$ cat config.mk
export PLATFORM = sky130hd
export DESIGN_NAME = i2c_rstart_gen
export DESIGN_NICKNAME = d
export VERILOG_FILES = /design/src/rtl/i2c_rs_pkg.sv /design/src/rtl/i2c_rs_line_sync.sv /design/src/rtl/i2c_rs_baud.sv /design/src/rtl/i2c_rs_seq.sv /design/src/rtl/i2c_rs_status.sv /design/src/rtl/i2c_rstart_gen.sv
export SDC_FILE = /design/constraint.sdc
export NUM_CORES = 1
export LEC_CHECK = 0
export BUFFER_PORTS_ARGS = -buffer_cell sky130_fd_sc_hd__clkbuf_2
export CELL_PAD_IN_SITES_DETAIL_PLACEMENT = 1
export CELL_PAD_IN_SITES_GLOBAL_PLACEMENT = 2
export CORE_MARGIN = 5
export CORE_UTILIZATION = 26
export DETAILED_ROUTE_END_ITERATION = 6
export PLACE_DENSITY_LB_ADDON = 0.08
export SLEW_MARGIN = 20
export SYNTH_ARGS = -nofsm -noshare
export SYNTH_HDL_FRONTEND = slang
export SYNTH_SLANG_ARGS = --single-unit
export TNS_END_PERCENT = 50
$ cat constraint.sdc
create_clock -name clk -period 1.95 [get_ports clk]
set_clock_uncertainty 0.05 [all_clocks]
set_input_delay 0.0975 -clock clk [delete_from_list [all_inputs] [get_ports clk]]
set_output_delay 0.0975 -clock clk [all_outputs]
set_load 0.01 [all_outputs]
$ cat src/rtl/i2c_rs_pkg.sv
package i2c_rs_pkg;
  typedef enum logic [2:0] {
    RS_IDLE        = 3'd0,
    RS_SCL_LOW     = 3'd1,
    RS_SDA_REL     = 3'd2,
    RS_WAIT_SCL_HI = 3'd3,
    RS_HIGH_HOLD   = 3'd4,
    RS_SDA_LOW     = 3'd5
  } rs_state_t;
endpackage

$ cat src/rtl/i2c_rs_line_sync.sv
// Optional sampling stages on the bus lines; 0 stages passes them through.
module i2c_rs_line_sync #(
  parameter int STAGES = 0
) (
  input  logic clk,
  input  logic rst,
  input  logic sda_raw,
  input  logic scl_raw,
  output logic sda_s,
  output logic scl_s
);
  generate
    if (STAGES == 0) begin : g_pass
      assign sda_s = sda_raw;
      assign scl_s = scl_raw;
    end else begin : g_sync
      logic [STAGES-1:0] sda_sr;
      logic [STAGES-1:0] scl_sr;
      for (genvar i = 0; i < STAGES; i++) begin : g_stage
        always_ff @(posedge clk) begin
          if (rst) begin
            sda_sr[i] <= 1'b1;
            scl_sr[i] <= 1'b1;
          end else if (i == 0) begin
            sda_sr[i] <= sda_raw;
            scl_sr[i] <= scl_raw;
          end else begin
            sda_sr[i] <= sda_sr[i-1];
            scl_sr[i] <= scl_sr[i-1];
          end
        end
      end
      assign sda_s = sda_sr[STAGES-1];
      assign scl_s = scl_sr[STAGES-1];
    end
  endgenerate
endmodule

$ cat src/rtl/i2c_rs_baud.sv
// Reloadable down-counter: a reload of N gives a period of N+1 clocks.
module i2c_rs_baud #(
  parameter int RELOAD_W = 7
) (
  input  logic                clk,
  input  logic                rst,
  input  logic                load,
  input  logic [RELOAD_W-1:0] reload,
  output logic                tout
);
  logic [RELOAD_W-1:0] cnt_q;

  always_ff @(posedge clk) begin
    if (rst)                cnt_q <= '0;
    else if (load)          cnt_q <= reload;
    else if (cnt_q != '0)   cnt_q <= cnt_q - 1'b1;
  end

  assign tout = (cnt_q == '0);
endmodule

$ cat src/rtl/i2c_rs_seq.sv
// Phase sequencer for the repeated start; drives the registered pull enables.
module i2c_rs_seq
  import i2c_rs_pkg::*;
(
  input  logic      clk,
  input  logic      rst,
  input  logic      req_wr,
  input  logic      req_data,
  input  logic      other_busy,
  input  logic      sda_s,
  input  logic      scl_s,
  input  logic      tout,
  output rs_state_t state,
  output logic      cnt_load,
  output logic      done_evt,
  output logic      abort_evt,
  output logic      rs_busy,
  output logic      sda_pull,
  output logic      scl_pull
);
  rs_state_t nxt;
  logic      accept;

  assign accept = req_wr && req_data && !other_busy && (state == RS_IDLE);

  always_comb begin
    nxt       = state;
    cnt_load  = 1'b0;
    done_evt  = 1'b0;
    abort_evt = 1'b0;
    unique case (state)
      RS_IDLE: begin
        if (accept) nxt = RS_SCL_LOW;
      end
      RS_SCL_LOW: begin
        if (!scl_s) begin
          nxt      = RS_SDA_REL;
          cnt_load = 1'b1;
        end
      end
      RS_SDA_REL: begin
        // SCL may only rise once the released SDA actually reads high
        if (tout && sda_s) nxt = RS_WAIT_SCL_HI;
      end
      RS_WAIT_SCL_HI: begin
        if (scl_s) begin
          if (!sda_s) begin
            nxt       = RS_IDLE;
            abort_evt = 1'b1;
          end else begin
            nxt      = RS_HIGH_HOLD;
            cnt_load = 1'b1;
          end
        end
      end
      RS_HIGH_HOLD: begin
        if (!scl_s) begin
          nxt       = RS_IDLE;
          abort_evt = 1'b1;
        end else if (tout) begin
          nxt      = RS_SDA_LOW;
          cnt_load = 1'b1;
        end
      end
      RS_SDA_LOW: begin
        if (tout) begin
          nxt      = RS_IDLE;
          done_evt = 1'b1;
        end
      end
      default: nxt = RS_IDLE;
    endcase
  end

  always_ff @(posedge clk) begin
    if (rst) begin
      state    <= RS_IDLE;
      rs_busy  <= 1'b0;
      scl_pull <= 1'b0;
      sda_pull <= 1'b0;
    end else begin
      state    <= nxt;
      rs_busy  <= (nxt != RS_IDLE);
      scl_pull <= (nxt == RS_SCL_LOW) || (nxt == RS_SDA_REL);
      if (abort_evt || nxt == RS_SDA_REL) sda_pull <= 1'b0;
      else if (nxt == RS_SDA_LOW)         sda_pull <= 1'b1;
    end
  end
endmodule

$ cat src/rtl/i2c_rs_status.sv
// Sticky flags, bus start detector and guarded transmit buffer.
module i2c_rs_status #(
  parameter int DATA_W = 8
) (
  input  logic              clk,
  input  logic              rst,
  input  logic              flag_clr,
  input  logic              done_evt,
  input  logic              abort_evt,
  input  logic              busy,
  input  logic              sda_s,
  input  logic              scl_s,
  input  logic              txbuf_wr,
  input  logic [DATA_W-1:0] txbuf_wdata,
  output logic              start_det,
  output logic              done_irq,
  output logic              wcol,
  output logic              bcol,
  output logic [DATA_W-1:0] txbuf_q
);
  localparam int NFLAG = 4;

  logic             sda_prev, scl_prev;
  logic             start_evt, wcol_evt;
  logic [NFLAG-1:0] flag_set, flag_q;

  assign start_evt = sda_prev && !sda_s && scl_prev && scl_s;
  assign wcol_evt  = txbuf_wr && busy;
  assign flag_set  = {abort_evt, wcol_evt, done_evt, start_evt};

  always_ff @(posedge clk) begin
    if (rst) begin
      sda_prev <= 1'b1;
      scl_prev <= 1'b1;
    end else begin
      sda_prev <= sda_s;
      scl_prev <= scl_s;
    end
  end

  generate
    for (genvar f = 0; f < NFLAG; f++) begin : g_flag
      always_ff @(posedge clk) begin
        if (rst)              flag_q[f] <= 1'b0;
        else if (flag_set[f]) flag_q[f] <= 1'b1;
        else if (flag_clr)    flag_q[f] <= 1'b0;
      end
    end
  endgenerate

  assign start_det = flag_q[0];
  assign done_irq  = flag_q[1];
  assign wcol      = flag_q[2];
  assign bcol      = flag_q[3];

  always_ff @(posedge clk) begin
    if (rst)                   txbuf_q <= '0;
    else if (txbuf_wr && !busy) txbuf_q <= txbuf_wdata;
  end
endmodule

$ cat src/rtl/i2c_rstart_gen.sv
module i2c_rstart_gen
  import i2c_rs_pkg::*;
#(
  parameter int RELOAD_W    = 7,
  parameter int DATA_W      = 8,
  parameter int SYNC_STAGES = 0
) (
  input  logic                clk,
  input  logic                rst,
  input  logic                req_wr,
  input  logic                req_data,
  input  logic                other_busy,
  input  logic [RELOAD_W-1:0] reload_val,
  input  logic                sda_in,
  input  logic                scl_in,
  input  logic                txbuf_wr,
  input  logic [DATA_W-1:0]   txbuf_wdata,
  input  logic                flag_clr,
  output logic                sda_pull,
  output logic                scl_pull,
  output logic                rs_busy,
  output logic                start_det,
  output logic                done_irq,
  output logic                wcol,
  output logic                bcol,
  output logic [DATA_W-1:0]   txbuf_q
);
  logic      sda_s, scl_s, tout, cnt_load, done_evt, abort_evt;
  rs_state_t seq_state;

  i2c_rs_line_sync #(.STAGES(SYNC_STAGES)) u_sync (
    .clk(clk), .rst(rst), .sda_raw(sda_in), .scl_raw(scl_in),
    .sda_s(sda_s), .scl_s(scl_s)
  );

  i2c_rs_baud #(.RELOAD_W(RELOAD_W)) u_baud (
    .clk(clk), .rst(rst), .load(cnt_load), .reload(reload_val), .tout(tout)
  );

  i2c_rs_seq u_seq (
    .clk(clk), .rst(rst), .req_wr(req_wr), .req_data(req_data),
    .other_busy(other_busy), .sda_s(sda_s), .scl_s(scl_s), .tout(tout),
    .state(seq_state), .cnt_load(cnt_load), .done_evt(done_evt),
    .abort_evt(abort_evt), .rs_busy(rs_busy), .sda_pull(sda_pull),
    .scl_pull(scl_pull)
  );

  i2c_rs_status #(.DATA_W(DATA_W)) u_status (
    .clk(clk), .rst(rst), .flag_clr(flag_clr), .done_evt(done_evt),
    .abort_evt(abort_evt), .busy(rs_busy), .sda_s(sda_s), .scl_s(scl_s),
    .txbuf_wr(txbuf_wr), .txbuf_wdata(txbuf_wdata), .start_det(start_det),
    .done_irq(done_irq), .wcol(wcol), .bcol(bcol), .txbuf_q(txbuf_q)
  );
endmodule

==> results of run 1 <==
-- synthesized netlist by cell type, types with 2 or more instances --
master / n / area (um^2)
buf_2: 2 / 10.0
mux2i_1: 8 / 80.1
a21oi_1: 12 / 60.1
a21o_1: 2 / 15.0
nor2b_1: 4 / 25.0
or3_1: 5 / 31.3
o21a_1: 2 / 15.0
o21ai_0: 8 / 40.0
dfxtp_1: 27 / 541
xnor2_1: 3 / 26.3
inv_1: 6 / 22.5
nand2b_1: 4 / 25.0
nor4b_1: 2 / 17.5
or3b_2: 2 / 17.5
nor3_1: 5 / 25.0
or2_2: 3 / 18.8
o211ai_1: 2 / 15.0
nand2_1: 5 / 18.8
clkbuf_1: 8 / 30.0
nand3_1: 3 / 15.0
nor2_1: 13 / 48.8
o41ai_1: 2 / 17.5
-- cells by family (layout without fill, tap and decap cells) --
kind of cell,count (synthesis),after routing,share of synthesized area [%]
muxes,8,8,6.18
adders and majority gates,1,1,0.966
DFF,27,27,41.7
xor gates and xnor gates,4,4,2.71
and+or+nand+nor,53,53,24.1
buffers and inverters,17,62,5.70
AOI/OAI and AO/OA,36,36,18.6
-- cell type report --
type | instances | area (um^2)
inverter | 6 | 22.5
clock inverter | 1 | 7.51
clock buffer | 3 | 41.3
fill | 572 | 3070
multi-input combinational | 102 | 707
tap | 67 | 83.8
timing repair buffer | 52 | 312
sequential | 27 | 543
-- per-layer routing --
layer	share of wire, %	wire length [um]	vias to the layer above	track usage (%)
met5	0	0	-	0
met4	0.98	36	0	2.36
met3	5.2	192	7	3.59
met2	46	1690	32	20.6
met1	48	1740	549	14.8
li1	-	-	608	-
-- worst max-delay path, cell delays in order, from the launching register on --
cell      delay (ns)
dfxtp_2         0.34
inv_1           0.07
ha_1            0.16
or3b_4          0.39
or2_4           0.28
a2111o_1        0.38
a21oi_2         0.13
-- power breakdown --
part | switching (mW) | total, mW | internal (mW)
Sequential | 0.0807 | 0.727 | 0.646
Combinational | 0.419 | 0.850 | 0.431
Clock | 0.195 | 0.340 | 0.145
Total | 0.694 | 1.92 | 1.22
-- what timing repair did --
action / 4_1_cts / 5_1_grt
cloned: 0 / 0
resized for setup: 1 / 8
endpoints found under the setup margin: 1 / 6
endpoints found under the hold margin: 5 / 0
pin swaps: 0 / 2
hold buffers: 5 / 0
-- through the flow --
step | std cells | cell area (um^2) | hold WS [ns] | worst slack [ns] | util [%]
6_report | 258 | 1720 | 0.00458 | 0.0921 | 35.9
3_3_place_gp | 249 | 1590 | 0.288 | 0.0984 | 33.1
5_1_grt | 258 | 1720 | 0.00645 | -0.00463 | 35.9
3_5_place_dp | 249 | 1590 | 0.300 | -0.0159 | 33.1
2_1_floorplan | 146 | 1290 | 0.156 | 0.0196 | -
4_1_cts | 258 | 1690 | 0.0000290 | 0.0371 | 35.3
-- placed cells by master, fill, tap and decap left out, types with 2 or more instances in the layout --
master,instances
clkbuf_2,38
o21ai_0,8
xnor2_1,3
nand2b_1,4
or3b_2,2
nor4b_1,2
nor2b_1,4
o41ai_1,2
nand2_1,5
mux2i_1,8
dlygate4sd3_1,5
clkbuf_8,3
inv_1,6
o211ai_1,2
or3_1,5
dfxtp_2,2
o21a_1,2
nor3_1,4
a21o_1,2
dfxtp_1,25
nand3_1,3
nor2_1,13
buf_4,8
or2_2,3
a21oi_1,11
-- state kept, by name, summed over array words and instances, names as in the netlist --
signal / cells
u_seq.state: 3
u_status.sda_prev: 1
u_status.txbuf_q: 8
u_status.wcol: 1
u_status.start_det: 1
u_seq.sda_pull: 1
u_status.done_irq: 1
u_baud.cnt_q: 7
u_status.bcol: 1
u_seq.rs_busy: 1
u_status.scl_prev: 1
u_seq.scl_pull: 1
-- worst paths after layout --
check,startpoint,to,slack [ns],depth (start not counted)
worst max-delay path,u_baud.cnt_q[0],u_baud.cnt_q[1],0.09,6
worst min register to register,u_status.done_irq,u_status.done_irq,0.41,2
worst min-delay path,txbuf_wdata[2],u_status.txbuf_q[2],0.005,3
worst max register to register,u_baud.cnt_q[0],u_baud.cnt_q[1],0.09,6
==> key figures, run 1 <==
Synthesis
  – Sequential share of the synthesized area: 41.7%
  – Synth async-reset ratio: 0%
  – Syn_nets: 171
  – Post-synth EDFFs: 0
  – Syn Area/Cell: 8.87 um^2
  – Yosys reg bits: 27
  – Post-synth cell types: 40
  – Ys Warns: 0
  – Syn Inst Count: 146
  – Mapped Area: 1290 um^2
  – Prevailing post-synth register cell: dfxtp_1

Global routing
  – Grt ovf: 0
  – Number of antenna violations at the first check in global routing: 0
  – Number of global-route vias before repair: 1249
  – Total track usage: 12.0%
  – First-pass GRT wire length: 6040 um
  – Largest net degree at the start of global routing: 17

Clock network
  – TritonCTS Buffers: 3
  – Setup Fix Bufs, Post-CTS: 0
  – Buffers from clock root to sink, at most: 2
  – Clk pin slew, worst setup/hold paths: 0.10 ns
  – H-tree Lvls: 1
  – Clk_lat worst skew: 0.28 ns
  – CTS tree: built
  – Clock Sinks: 27
  – CTS Root Buffer Type: clkbuf_8

Finish
  – Area delta synth->final: 32.6%
  – Share of layout cells above drive strength 1: 35.1%
  – Diodes inserted: 0
  – Nets: 217

Power
  – Max IR drop VDD: 0.574 mV
  – Overall power: 1.92 mW
  – P_leak: 0.737 nW
  – Pwr Density: 1120 nW/um^2

Timing
  – Final Hold Fails: 0
  – Slew HR: 67.4%
  – Tcrit/Tclk final: 95.3%
  – RSZ-0062 raised after global routing: yes
  – Final setup viols: 0
  – Worst-margin pin slew: 0.488 ns
  – Fin. max-slew vios: 0
  – Min Tclk post-route: 1.86 ns
  – Setup TNS: 0 ns
  – Achievable Freq: 538 MHz

Place
  – GP Congestion: 0.738
  – Buffers on Ports: 38
  – Post-detail-place hpwl: 2790 um

Floorplanning
  – Die Span Y: 80.6 um
  – Die X: 80.6 um
  – IO Count: 39
  – Initial core utilization: 27.1%
  – Site Rows: 25
  – Die area: 6490 um^2
  – Core ar.: 4790 um^2

Routing
  – Post-route ant nets: 0
  – Vias: 1196
  – Number of vias per cell: 4.64
  – Wirelength per Cell: 14.2 um
  – DRC violation count after routing: 0
  – Final WL: 3670 um
  – First-pass DRT Iterations: 4
  – Initial DRC count: 58

Hold path
  – Type of the most critical hold path: in -> reg

Critical path
  – Startpoint Class: flip-flop
  – CP Max Fanout: 4
  – Worst Path Arrival: 2.03 ns
  – Crit end category: flip-flop
  – Worst EP required: 2.12 ns
  – Critical path type: reg -> reg

Run
  – Maxcap violations: 0

Outcome
  – Status: finished clean
No activity file was read; power rests on OpenSTA's default activity.
==> run 2: changes to the inputs <==
--- a/config.mk
+++ b/config.mk
@@ -13,2 +13,3 @@
 export DETAILED_ROUTE_END_ITERATION = 6
+export HOLD_SLACK_MARGIN = 0.06
 export PLACE_DENSITY_LB_ADDON = 0.08
--- a/constraint.sdc
+++ b/constraint.sdc
@@ -4,2 +4,2 @@
 set_output_delay 0.0975 -clock clk [all_outputs]
-set_load 0.01 [all_outputs]
+set_load 0.1 [all_outputs]
==> run 2 against run 1 <==
Against the previous run: die area unchanged; wire length grew 4.1%; power grew 8.1%; cell count grew 5.0%; critical path depth increased by 1; sequential power hardly changed; core utilization is 2.7 points higher; combinational power is 18% higher; via count grew 4.3%; worst hold slack improved by 0.12 ns; first-iteration DRC count fell by 10%; largest power group unchanged; highest routed layer unchanged.
==> key figures, run 2 (same netlist as run 1, synthesis figures left out) <==
Critical path
  – Startpoint Class: flip-flop
  – Cell chain of the critical path: inv_1 -> ha_1 -> or3b_4 -> buf_6 -> nor4_4 -> a31oi_2 -> a2111oi_2
  – Reg-to-reg endpoint: u_seq.sda_pull
  – CP peak stage delay: 0.39 ns
  – Reg2reg start: u_baud.cnt_q[0]
  – Slowest cell on crit path: or3b_4
  – Critical path type: reg -> reg
  – Worst Path Arrival: 2.00 ns
  – CP Max Fanout: 5
  – Crit end category: flip-flop
  – R2r worst-path depth: 7
  – Worst EP required: 2.09 ns
  – Reg2Reg Setup Slack: 0.08 ns
  – CP startpoint: u_baud.cnt_q[0]

Finish
  – Largest regs: u_status.txbuf_q: 8 flops, u_baud.cnt_q: 7 flops, u_seq.state: 3 flops
  – Share of layout cells above drive strength 1: 32.8%
  – Largest register by flop count: u_status.txbuf_q
  – Max reg flops: 8
  – Final core utilization: 38.6%
  – Nets: 230
  – Final instance area: 1850 um^2
  – Diodes inserted: 0
  – Commonest non-fill, non-tap cells in the layout: clkbuf_2 (38), dfxtp_1 (25), dlygate4sd3_1 (18), nor2_1 (13), a21oi_1 (11)
  – Commonest non-fill, non-tap cell in the layout: clkbuf_2
  – Area delta synth->final: 42.6%

Timing
  – Hold WS: 0.125 ns
  – Final Hold Fails: 0
  – Min Tclk post-route: 1.87 ns
  – Setup TNS: 0 ns
  – Achievable Freq: 535 MHz
  – RSZ-0062 raised after global routing: yes
  – Worst-margin pin slew: 0.552 ns
  – Tcrit/Tclk final: 95.8%
  – Final setup viols: 0
  – Fin. max-slew vios: 0
  – Slew HR: 63.4%

Power
  – Pint: 1.24 mW
  – P_leak: 0.791 nW
  – Share of total power in the clock network: 16.5%
  – Switch Pwr: 0.834 mW
  – Max IR drop VDD: 0.574 mV
  – Pwr Density: 1120 nW/um^2
  – Switching part of the total: 40.2%
  – Overall power: 2.07 mW
  – Combinational share of power: 48.5%
  – Sequential Power Share: 35.1%

Routing
  – Number of vias per cell: 4.60
  – Final WL: 3820 um
  – First-pass DRT Iterations: 4
  – Vias: 1247
  – Wirelength per Cell: 14.1 um
  – Post-route ant nets: 0
  – Initial DRC count: 52
  – DRC violation count after routing: 0

Clock network
  – CTS Root Buffer Type: clkbuf_8
  – Clk pin slew, worst setup/hold paths: 0.11 ns
  – Clk_lat worst skew: 0.28 ns
  – H-tree Lvls: 1
  – CTS tree: built
  – TritonCTS Buffers: 3
  – Clock Sinks: 27
  – Buffers from clock root to sink, at most: 2

Global routing
  – Grt ovf: 0
  – Largest net degree at the start of global routing: 17
  – Number of global-route vias before repair: 1296
  – Number of antenna violations at the first check in global routing: 0
  – First-pass GRT wire length: 6240 um
  – Total track usage: 12.4%

Place
  – Placed instance area: 1590 um^2
  – Buffers on Ports: 38
  – Post-detail-place hpwl: 2790 um
  – GP Congestion: 0.738

Floorplanning
  – Core ar.: 4790 um^2
  – Die area: 6490 um^2
  – Initial core utilization: 27.1%
  – IO Count: 39
  – Site Rows: 25
  – Die X: 80.6 um
  – Die Span Y: 80.6 um

Hold path
  – Hold-critical path endpoint: u_status.scl_prev
  – Hold path start: scl_in
  – Type of the most critical hold path: in -> reg
  – Worst Hold Depth: 2

Outcome
  – Status: finished clean

Run
  – Maxcap violations: 0
==> run 2: cell types whose count changed in the layout (fill, tap and decap cells not counted) <==
cell	delta
dlygate4sd3_1	+13
==> run 2: timing repair <==
| item | 4_1_cts | 5_1_grt |
|---|---|---|
| hold buffers | 18 | 0 |
| gates cloned | 0 | 0 |
| endpoints found under the hold margin | 18 | 0 |
| pin swaps | 0 | 2 |
| resized for setup | 1 | 8 |
| buffers inserted | 0 | 0 |
| endpoints found under the setup margin | 1 | 6 |
==> run 2: metrics by stage <==
| stage | worst slack, ns | instances |
|---|---|---|
| after floorplan | 0.0196 | 146 |
| after global placement | 0.0984 | 249 |
| after detailed placement | -0.0159 | 249 |
| after CTS | 0.0371 | 271 |
| after global routing | -0.00463 | 271 |
| final | 0.0824 | 271 |
==> run 2: how the worst max path moves through the flow <==
stage | depth (start not counted) | slack, ns | endpoint
global route | 7 | -0.005 | u_seq.sda_pull
detailed placement | 7 | -0.02 | u_seq.sda_pull
finish | 7 | 0.08 | u_seq.sda_pull
CTS | 7 | 0.04 | u_seq.sda_pull
floorplan | 7 | 0.02 | u_baud.cnt_q[1]
global placement | 7 | 0.1 | u_seq.sda_pull
==> run 2: power groups by stage <==
stage          registers, mW  logic, mW  clock network [mW]
4_1_cts                0.721      0.929               0.360
3_3_place_gp           0.734      0.872                   0
2_1_floorplan          0.852      0.569                   0
6_report               0.727       1.00               0.341
3_5_place_dp           0.732      0.890                   0
5_1_grt                0.741       1.11               0.383
==> run 2: worst max-delay path: cells and delay by family, from the launching register on <==
family | cells | cell delay, ns
and+or+nand+nor | 2 | 0.55
AOI/OAI and AO/OA | 2 | 0.46
DFF | 1 | 0.34
buffers and inverters | 2 | 0.22
adders and majority gates | 1 | 0.16
==> run 2: cell type report <==
cell class	instances	area, um^2
Clock buffer	3	41.3
Clock inverter	1	7.51
Fill cell	566	2940
Inverter	6	22.5
Multi-Input combinational cell	102	707
Sequential cell	27	543
Tap cell	67	83.8
Timing Repair Buffer	65	442
==> run 2: metal layers <==
metal / wire, um / up-vias / track usage (%)
met5: 0 / - / 0
met4: 36 / 0 / 2.36
met3: 208 / 7 / 3.59
met2: 1810 / 32 / 21.9
met1: 1770 / 575 / 15.0
li1: - / 633 / -
